--- src/rtl/ckg_pkg.sv ---
package ckg_pkg;
   // Codes below two select pass-through of the reference clock.
   function automatic logic ckg_is_bypass(input logic [9:0] code);
      return (code < 10'd2);
   endfunction
endpackage

--- src/rtl/ckg_divider.sv ---
module ckg_divider #(
   parameter int RATIO_W = 10
) (
   input  logic               clk,
   input  logic               rst_n,
   input  logic               clr,
   input  logic               run,
   input  logic               bypass,
   input  logic [RATIO_W-1:0] ratio,
   output logic               div_q,
   output logic               tick
);
   logic [RATIO_W-1:0] cnt_q;
   logic [RATIO_W-1:0] cnt_nxt;
   logic [RATIO_W-1:0] hi_len;

   assign hi_len  = ratio >> 1;
   assign cnt_nxt = (cnt_q == ratio - RATIO_W'(1)) ? '0 : cnt_q + RATIO_W'(1);
   // one pulse per output period, at the divided clock's rising edge
   assign tick    = run & (bypass | (cnt_nxt == '0));

   always_ff @(posedge clk or negedge rst_n) begin
      if (!rst_n) begin
         cnt_q <= '0;
         div_q <= 1'b0;
      end else if (clr) begin
         cnt_q <= '0;
         div_q <= 1'b0;
      end else if (run && !bypass) begin
         cnt_q <= cnt_nxt;
         div_q <= (cnt_nxt < hi_len);
      end
   end
endmodule

--- src/rtl/ckg_stable.sv ---
module ckg_stable #(
   parameter int PERIODS = 4
) (
   input  logic clk,
   input  logic rst_n,
   input  logic clr,
   input  logic tick,
   output logic stable
);
   localparam int CW = $clog2(PERIODS + 1);
   localparam logic [CW-1:0] LAST = CW'(PERIODS);

   logic [CW-1:0] cnt_q;

   always_ff @(posedge clk or negedge rst_n) begin
      if (!rst_n)                      cnt_q <= '0;
      else if (clr)                    cnt_q <= '0;
      else if (tick && cnt_q != LAST)  cnt_q <= cnt_q + CW'(1);
   end

   assign stable = (cnt_q == LAST);
endmodule

--- src/rtl/ckg_gate.sv ---
module ckg_gate (
   input  logic clk,
   input  logic rst_n,
   input  logic want,
   input  logic safe,
   output logic gate_q
);
   // Sampled on the falling edge: the reference is low then, and the
   // divided clock only moves on rising edges.
   always_ff @(negedge clk or negedge rst_n) begin
      if (!rst_n)     gate_q <= 1'b0;
      else if (safe)  gate_q <= want;
   end
endmodule

--- src/rtl/ckg_card_clock.sv ---
module ckg_card_clock #(
   parameter int RATIO_W        = 10,
   parameter int STABLE_PERIODS = 4
) (
   input  logic               ref_clk,
   input  logic               rst_n,
   input  logic [RATIO_W-1:0] ratio_i,
   input  logic               ratio_we_i,
   input  logic               int_en_i,
   input  logic               card_en_i,
   input  logic               idle_i,
   output logic               card_clk_o,
   output logic               stable_o,
   output logic               ratio_ok_o
);
   import ckg_pkg::*;

   if (RATIO_W != 10) begin : g_bad_width
      $error("ckg_card_clock: RATIO_W must be 10");
   end
   if (STABLE_PERIODS < 1) begin : g_bad_periods
      $error("ckg_card_clock: STABLE_PERIODS must be at least 1");
   end

   logic [RATIO_W-1:0] ratio_q;
   logic               wr_acc;
   logic               bypass;
   logic               run;
   logic               clr;
   logic               div_q;
   logic               tick;
   logic               gate_q;

   assign ratio_ok_o = ~card_en_i & ~gate_q;
   assign wr_acc     = ratio_we_i & ratio_ok_o;
   assign bypass     = ckg_is_bypass(ratio_q);
   assign run        = int_en_i & ~idle_i;
   assign clr        = ~int_en_i | wr_acc;

   always_ff @(posedge ref_clk or negedge rst_n) begin
      if (!rst_n)       ratio_q <= '0;
      else if (wr_acc)  ratio_q <= ratio_i;
   end

   ckg_divider #(.RATIO_W(RATIO_W)) u_div (
      .clk    (ref_clk),
      .rst_n  (rst_n),
      .clr    (clr),
      .run    (run),
      .bypass (bypass),
      .ratio  (ratio_q),
      .div_q  (div_q),
      .tick   (tick)
   );

   ckg_stable #(.PERIODS(STABLE_PERIODS)) u_stab (
      .clk    (ref_clk),
      .rst_n  (rst_n),
      .clr    (clr),
      .tick   (tick),
      .stable (stable_o)
   );

   ckg_gate u_gate (
      .clk    (ref_clk),
      .rst_n  (rst_n),
      .want   (card_en_i & run),
      .safe   (bypass | ~div_q),
      .gate_q (gate_q)
   );

   assign card_clk_o = gate_q & (bypass ? ref_clk : div_q);
endmodule

--- config.mk ---
export PLATFORM = sky130hd
export DESIGN_NAME = ckg_card_clock
export DESIGN_NICKNAME = d
export VERILOG_FILES = /design/src/rtl/ckg_pkg.sv /design/src/rtl/ckg_divider.sv /design/src/rtl/ckg_stable.sv /design/src/rtl/ckg_gate.sv /design/src/rtl/ckg_card_clock.sv
export SDC_FILE = /design/constraint.sdc
export NUM_CORES = 1
export LEC_CHECK = 0
export ABC_AREA = 1
export CAP_MARGIN = 40
export CORE_MARGIN = 4
export CORE_UTILIZATION = 55
export CTS_BUF_LIST = sky130_fd_sc_hd__clkbuf_16
export DETAILED_ROUTE_END_ITERATION = 8
export GPL_ROUTABILITY_DRIVEN = 0
export PLACE_DENSITY = 0.77
export SLEW_MARGIN = 0
export SYNTH_ARGS = -nofsm -noshare
export SYNTH_HDL_FRONTEND = slang
export SYNTH_SLANG_ARGS = --single-unit
--- constraint.sdc ---
create_clock -name ref_clk -period 4.2 [get_ports ref_clk]
set_clock_uncertainty 0.1 [all_clocks]
set_input_delay 0.42 -clock ref_clk [delete_from_list [all_inputs] [get_ports ref_clk]]
set_output_delay 0.42 -clock ref_clk [all_outputs]
set_load 0.01 [all_outputs]
; ---- Word-level counts from Yosys, hierarchy flattened
; Cells that the tools add are included.
[totals]
elab_cells = 41
out_inout_bits = 3
input_bits = 16
reg_bits = 25
[op_classes]
order_cmp = 2
eq_ne = 3
muxes = 8
bitwise = 14
addsub = 3
n_reduce_logical = 6
[op_table]
columns = op, count
row1 = two-way mux 10 bit, 3
row2 = "adder 10 x 1 -> 10 bit, second input constant", 1
row3 = equality test 10 bit, 1
row4 = logical NOT 10 bit, 1
row5 = "less-than comparator 10 x 2 -> 1 bit, second input constant", 1
row6 = less-than comparator 10 x 9 -> 1 bit, 1
row7 = "subtractor 10 x 1 -> 10 bit, second input constant", 1
row8 = AND 1 bit, 6
row9 = two-way mux 3 bit, 2
row10 = inverter 1 bit, 5
row11 = nonzero test 2 bit, 2
row12 = "adder 3 x 1 -> 3 bit, second input constant", 1
row13 = "equality test 3 bit, second input constant", 1
row14 = two-way mux 1 bit, 3
row15 = "!= test 3 bit, second input constant", 1
row16 = OR 1 bit, 3
row17 = logical AND 1 bit, 2
row18 = logical NOT 1 bit, 1

; ---- Depth between registers and ports, before layout
; Gate-level depths: netlist of the first run.
[depth]
ltp_word = 9
depth_mapped = 24
ltp_nobuf = 23

; ---- By module
; Synthesis of the first run repeated with hierarchy kept, for this count alone.
[hier_totals]
cells_unflattened = 282
hier_area_um2 = 2031.9
[modules_own_cells]
columns = mod, n_inst, area_each_um2, cells_per_inst, seq_area_each_um2
row1 = ckg_divider, 1, 1301.2, 207, 275.3
row2 = ckg_card_clock, 1, 505.5, 45, 250.2
row3 = ckg_stable, 1, 185.2, 25, 75.1
row4 = ckg_gate, 1, 40.0, 5, 25.0

==> impl_results.md, run 1 <==
* Antenna cells at 0
* Mux contribution to synthesized area at 0%
* Via count at 1991
* Multi-input logic area at 1182 um2
* CP delay by family, top: buffers and inverters
* Crit path depth at 2
* Outcome: completed
* Yosys cell types at 32
* Critical path class: reg2out
* Placed Area at 2240 um2
* Post-Route Utilization at 70.29%
* Main synth FF type: dfrtp_1
* Worst setup EP type: output port
* EDFF count, synth at 0
* Initial core utilization at between 50% and 60%
* Critical Path RT at 3.68 ns
* Routed vias/inst at 5.338
* Simple-Gate Fraction of Synth Area at 35.56%
* Most frequent cells in the layout: 96 x nand2_1, 49 x inv_1, 33 x nor2_1, 24 x dfrtp_1
* Final setup vio count at 0
* RSZ-0062 raised after global routing: no
* Worst-margin pin slew at 0.4341 ns
* Final non-filler cell total at 373
* IO Count at 19
* Hold crit path type: in2async
* Setup TNS at 0 ns
* Post-DP HPWL at ~3800 um
* Die area at about 4700 um2
* Pwr Total at 0.8605 mW
* CP startpoint kind: flip-flop
* Static leakage at 1.272 nW
* P&R area growth vs syn at 19.71%
* Largest net degree at the start of global routing at 25
* Fin worst setup slack at slightly above 0.1 ns
* Slew margin rel. at 70.75%
* Number of detailed-route iterations in the first pass at 4
* CTS hold repair buffers at 0
* Commonest non-fill, non-tap cell in the layout: nand2_1
* FF+latch count, synth at 25
* Core box area at 3416 um2
* First-pass GRT wire length at 8266 um
* Cells along the critical path: nor2_1 -> clkdlybuf4s50_1
* Clock tree from TritonCTS: done
* Mapped Cells at 303
* Iteration-0 DRC Markers at 151
* Warning count from the yosys run at 0
* R2r worst-path depth at 8
* Post-CTS setup buffer count at 0
* Post-route cell area at around 2400 um2
* DRC Markers at 0
* Syn nets at 329
* Global Route Usage Sum at about a quarter
* Post-placement cell count at between 300 and 400
* Syn Area/Cell at 6.619 um2
* Hold_ws at 0.3803 ns
* Reg clk slew, reported paths at 0.06 ns
* Fillers at 295
* Drt total wl at approximately 5100 um
* CP max-delay cell: clkdlybuf4s50_1
* Die W at around 70 um
* IO buf count at 18
* Clk Latency, worst-skew pair at roughly 0.42 ns
* Post-place setup slack at 0.3741 ns
* Compound-Gate Fraction of Synth Area at between 10% and 20%
* Max Slew Vio Count at 0
* Avg WL per Cell at 13.56 um
* Post-Synth XOR/XNOR Area at 5.490%
* Vias in the first global route at roughly 1900
* Register area at 625.6 um2
* Peak supply drop at between 0.3 and 0.4 mV
* PD cells at about 360 nW/um2
* Final hold vios at 0
* Layout Nets at 354
* Max-Cap Viols at 0
* Initial antenna violation count at 0
* Async set-reset flop share out of synthesis at between 90% and 100%
* Share of cells above drive strength 1 at 6.422%
* Adder-Cell Fraction of Synth Area at 6.238%
* Largest family of logic cells by synthesized area: simple AND/OR/NAND/NOR gates
* CP max FO at 3
* Grt total ovfl at 0
* FF-to-FF setup slack at 0.26 ns
* CP bufs+invs at 1
* Max incr delay on CP at 0.56 ns
* Post-synthesis sequential area ratio at 31.19%
* Post-DRT Antenna Nets at 0
* Mapped Area at 2006 um2
* Critical Path AT at ~3.6 ns
* Die H at 68.39 um
* FP Rows at 21
* CTS resizes at 0
==> power by group <==
part / switching [mW] / internal [mW]
Sequential: 0.0244 / 0.259
Combinational: 0.137 / 0.0830
Clock: 0.107 / 0.249
==> logic make-up after synthesis <==
kind of cell,Yosys count
AOI/OAI and AO/OA,38
DFF,25
and+or+nand+nor,167
adders and majority gates,10
buffers and inverters,52
xor gates and xnor gates,11
==> area by class of cell <==
class / instances / area share, %
tap: 46 / 2.397
timing repair buffer: 19 / 7.712
multi-input combinational: 226 / 49.24
clock buffer: 7 / 6.774
clock inverter: 1 / 0.1563
inverter: 49 / 7.660
sequential: 25 / 26.06
==> cell usage after synthesis (2+ instances only) <==
master,number,area [um2]
nand4_1,4,25.02
nor2_1,33,123.9
inv_1,48,180.2
ha_1,10,125.1
a21oi_1,4,20.02
nand2_1,96,360.4
o32ai_1,4,35.03
o21ai_0,19,95.09
o22ai_1,4,25.02
nor2_2,5,31.28
nand3_1,20,100.1
nand2_2,2,12.51
nand3_2,3,30.03
xor2_1,6,52.55
clkbuf_1,2,7.510
dfrtp_1,24,600.6
xnor2_1,4,35.03
==> registers in the layout, indices dropped and copies added, names as in the netlist <==
| signal | count |
|---|---|
| u_gate.gate_q | 1 |
| u_div.div_q | 1 |
| u_stab.cnt_q | 3 |
| u_div.cnt_q | 10 |
| ratio_q | 10 |
==> final timing paths <==
path                                      startpoint                         end
min reg2reg                u_gate.gate_q$_DFFE_NN0P_   u_gate.gate_q$_DFFE_NN0P_
max                        u_gate.gate_q$_DFFE_NN0P_                  ratio_ok_o
min in group ref_clk       u_gate.gate_q$_DFFE_NN0P_   u_gate.gate_q$_DFFE_NN0P_
max in group asynchronous                      rst_n   u_gate.gate_q$_DFFE_NN0P_
max reg2reg                u_gate.gate_q$_DFFE_NN0P_  u_div.cnt_q[5]$_DFFE_PN0P_
min                                            rst_n      ratio_q[1]$_DFFE_PN0P_
==> routing by layer <==
| metal | GRT usage, % | share of wire, % | up-vias |
|---|---|---|---|
| met5 | 0 | 0 | - |
| li1 | - | - | 1015 |
| met2 | 37.90 | 46 | 50 |
| met1 | 31.15 | 46 | 912 |
| met3 | 5.911 | 5.9 | 14 |
| met4 | 12.41 | 2.3 | 0 |
Note: power is estimated with default switching activity, not from simulation.
==> inputs of run 2 (changes only) <==
==> constraint.sdc (replaced) <==
create_clock -name ref_clk -period 4.3 [get_ports ref_clk]
set_clock_uncertainty 0.1 [all_clocks]
set_input_delay 0.43 -clock ref_clk [delete_from_list [all_inputs] [get_ports ref_clk]]
set_output_delay 0.43 -clock ref_clk [all_outputs]
set_load 0.01 [all_outputs]
==> run 2 against run 1 <==
Compared with the run above:
- total power shrank 2.2%
- setup slack got worse by 0.058 ns
- first-iteration DRC count down 2.6%
- critical path depth grew 1
- non-clock buffer count unchanged
- cell count is the same
- clock power fell by 3%
- count of clock-buffer cells in the layout unchanged
- combinational power fell by 2%
==> impl_results.md, run 2 (synthesis gave the netlist of run 1 again) <==
* Sequential Power Share at about 33%
* Outcome: completed
* Hold_ws at 0.3832 ns
* Static leakage at about 1.3 nW
* P&R area growth vs syn at 19.59%
* Post-DRT Antenna Nets at 0
* Clk Latency, worst-skew pair at 0.42 ns
* Initial core utilization at roughly three fifths
* Clock power frac at between 40% and 50%
* Antenna cells at 0
* Critical Path AT at 3.73 ns
* Pwr Total at 0.8415 mW
* FF-to-FF setup slack at 0.30 ns
* Psw at 0.2641 mW
* Vias in the first global route at 1899
* Drt total wl at 5183 um
* Setup TNS at 0 ns
* Worst-margin pin slew at 0.4013 ns
* Comb pwr share at 25.7%
* CP max FO at 3
* Clock tree from TritonCTS: done
* Most frequent cells in the layout: 96 x nand2_1, 49 x inv_1, 33 x nor2_1, 24 x dfrtp_1
* Slew margin rel. at 72.96%
* Number of detailed-route iterations in the first pass at 4
* Die W at 68.39 um
* Layout Nets at 354
* Post-DP HPWL at around 3800 um
* Multi-input logic area at 1182 um2
* Sw Ratio at 31.38%
* Routed vias/inst at 5.434
* Hold crit path type: in2async
* DRC Markers at 0
* Int Power at roughly 0.58 mW
* Iteration-0 DRC Markers at ~150
* Avg WL per Cell at around 14 um
* Grt total ovfl at 0
* Die H at slightly below 70 um
* Max-Cap Viols at 0
* IO buf count at 18
* Die area at 4677 um2
* PD cells at 350.8 nW/um2
* Critical Path RT at 3.77 ns
* IO Count at 19
* Max Slew Vio Count at 0
* Worst setup EP type: output port
* FP Rows at 21
* Register area at 625.6 um2
* Commonest non-fill, non-tap cell in the layout: nand2_1
* R2R Path Start: u_gate.gate_q$_DFFE_NN0P_
* Reg clk slew, reported paths at 0.06 ns
* CTS hold repair buffers at 0
* Final hold vios at 0
* R2r worst-path depth at 8
* Largest net degree at the start of global routing at 25
* Share of cells above drive strength 1 at around 6.4%
* First-pass GRT wire length at between 8000 and 9000 um
* Peak supply drop at 0.2864 mV
* Global Route Usage Sum at 24.87%
* Initial antenna violation count at 0
* Core box area at roughly 3400 um2
* Final setup vio count at 0
* Critical path class: reg2out
* Post-Route Utilization at ~70%
* CP startpoint kind: flip-flop
* Via count at 2027
* Regs by FF count: ratio_q x10, u_div.cnt_q x10, u_stab.cnt_q x3
* Fillers at 296
* R2r endpoint: u_div.cnt_q[4]$_DFFE_PN0P_
==> run 2: area by class of cell <==
class	count	share of cell area (%)
multi-input combinational	226	49.30
clock inverter	1	0.1565
tap	46	2.400
timing repair buffer	19	7.720
sequential	25	26.08
clock buffer	7	6.677
inverter	49	7.668
==> run 2: how the worst max path moves through the flow <==
| stage | start | endpoint | cells after the start |
|---|---|---|---|
| finish | u_gate.gate_q$_DFFE_NN0P_ | card_clk_o | 3 |
| global route | u_gate.gate_q$_DFFE_NN0P_ | card_clk_o | 3 |
| CTS | u_gate.gate_q$_DFFE_NN0P_ | card_clk_o | 3 |
| detailed placement | u_gate.gate_q$_DFFE_NN0P_ | u_div.cnt_q[2]$_DFFE_PN0P_ | 8 |
| global placement | u_gate.gate_q$_DFFE_NN0P_ | u_div.cnt_q[4]$_DFFE_PN0P_ | 8 |
| floorplan | u_gate.gate_q$_DFFE_NN0P_ | u_div.cnt_q[0]$_DFFE_PN0P_ | 8 |
==> run 2: metrics by stage <==
stage          setup slack (ns)  instance area (um2)  instances
2_1_floorplan            0.6258                 2006        303
3_3_place_gp             0.5248                 2240        366
3_5_place_dp             0.4290                 2240        366
4_1_cts                 0.05480                 2394        373
5_1_grt                -0.01794                 2399        373
6_report                0.04406                 2399        373
==> run 2: worst max-delay path, cell delays in order (launching register included) <==
cell and delay, ns:
dfrtn_1 0.45, nand3_2 0.10, nand2_1 0.07, clkdlybuf4s50_1 0.53
==> run 2: layer usage <==
layer	vias to the layer above	track usage, %	routed length, um
met3	12	5.090	303
met5	-	0	0
met4	0	10.42	96
li1	1012	-	-
met1	927	31.63	2318
met2	76	40.64	2464
==> run 2: timing repair <==
action                                  CTS  global route
resized for setup                         0             1
setup buffers                             0             0
endpoints found under the setup margin    0             2
==> run 2: power groups by stage <==
stage / sequential [mW] / clock [mW] / combinational [mW]
detailed placement: 0.281 / 0.000542 / 0.211
global placement: 0.280 / 0.000542 / 0.206
finish: 0.278 / 0.348 / 0.216
global route: 0.280 / 0.361 / 0.245
CTS: 0.277 / 0.351 / 0.213
floorplan: 0.274 / 0.000210 / 0.154
==> inputs of run 3 (changes only) <==
--- a/config.mk
+++ b/config.mk
@@ -17,3 +17,4 @@
 export SYNTH_ARGS = -nofsm -noshare
 export SYNTH_HDL_FRONTEND = slang
 export SYNTH_SLANG_ARGS = --single-unit
+export TNS_END_PERCENT = 5
==> results of run 3 <==
The final DEF is identical to that of run 2; final timing and power are the same.
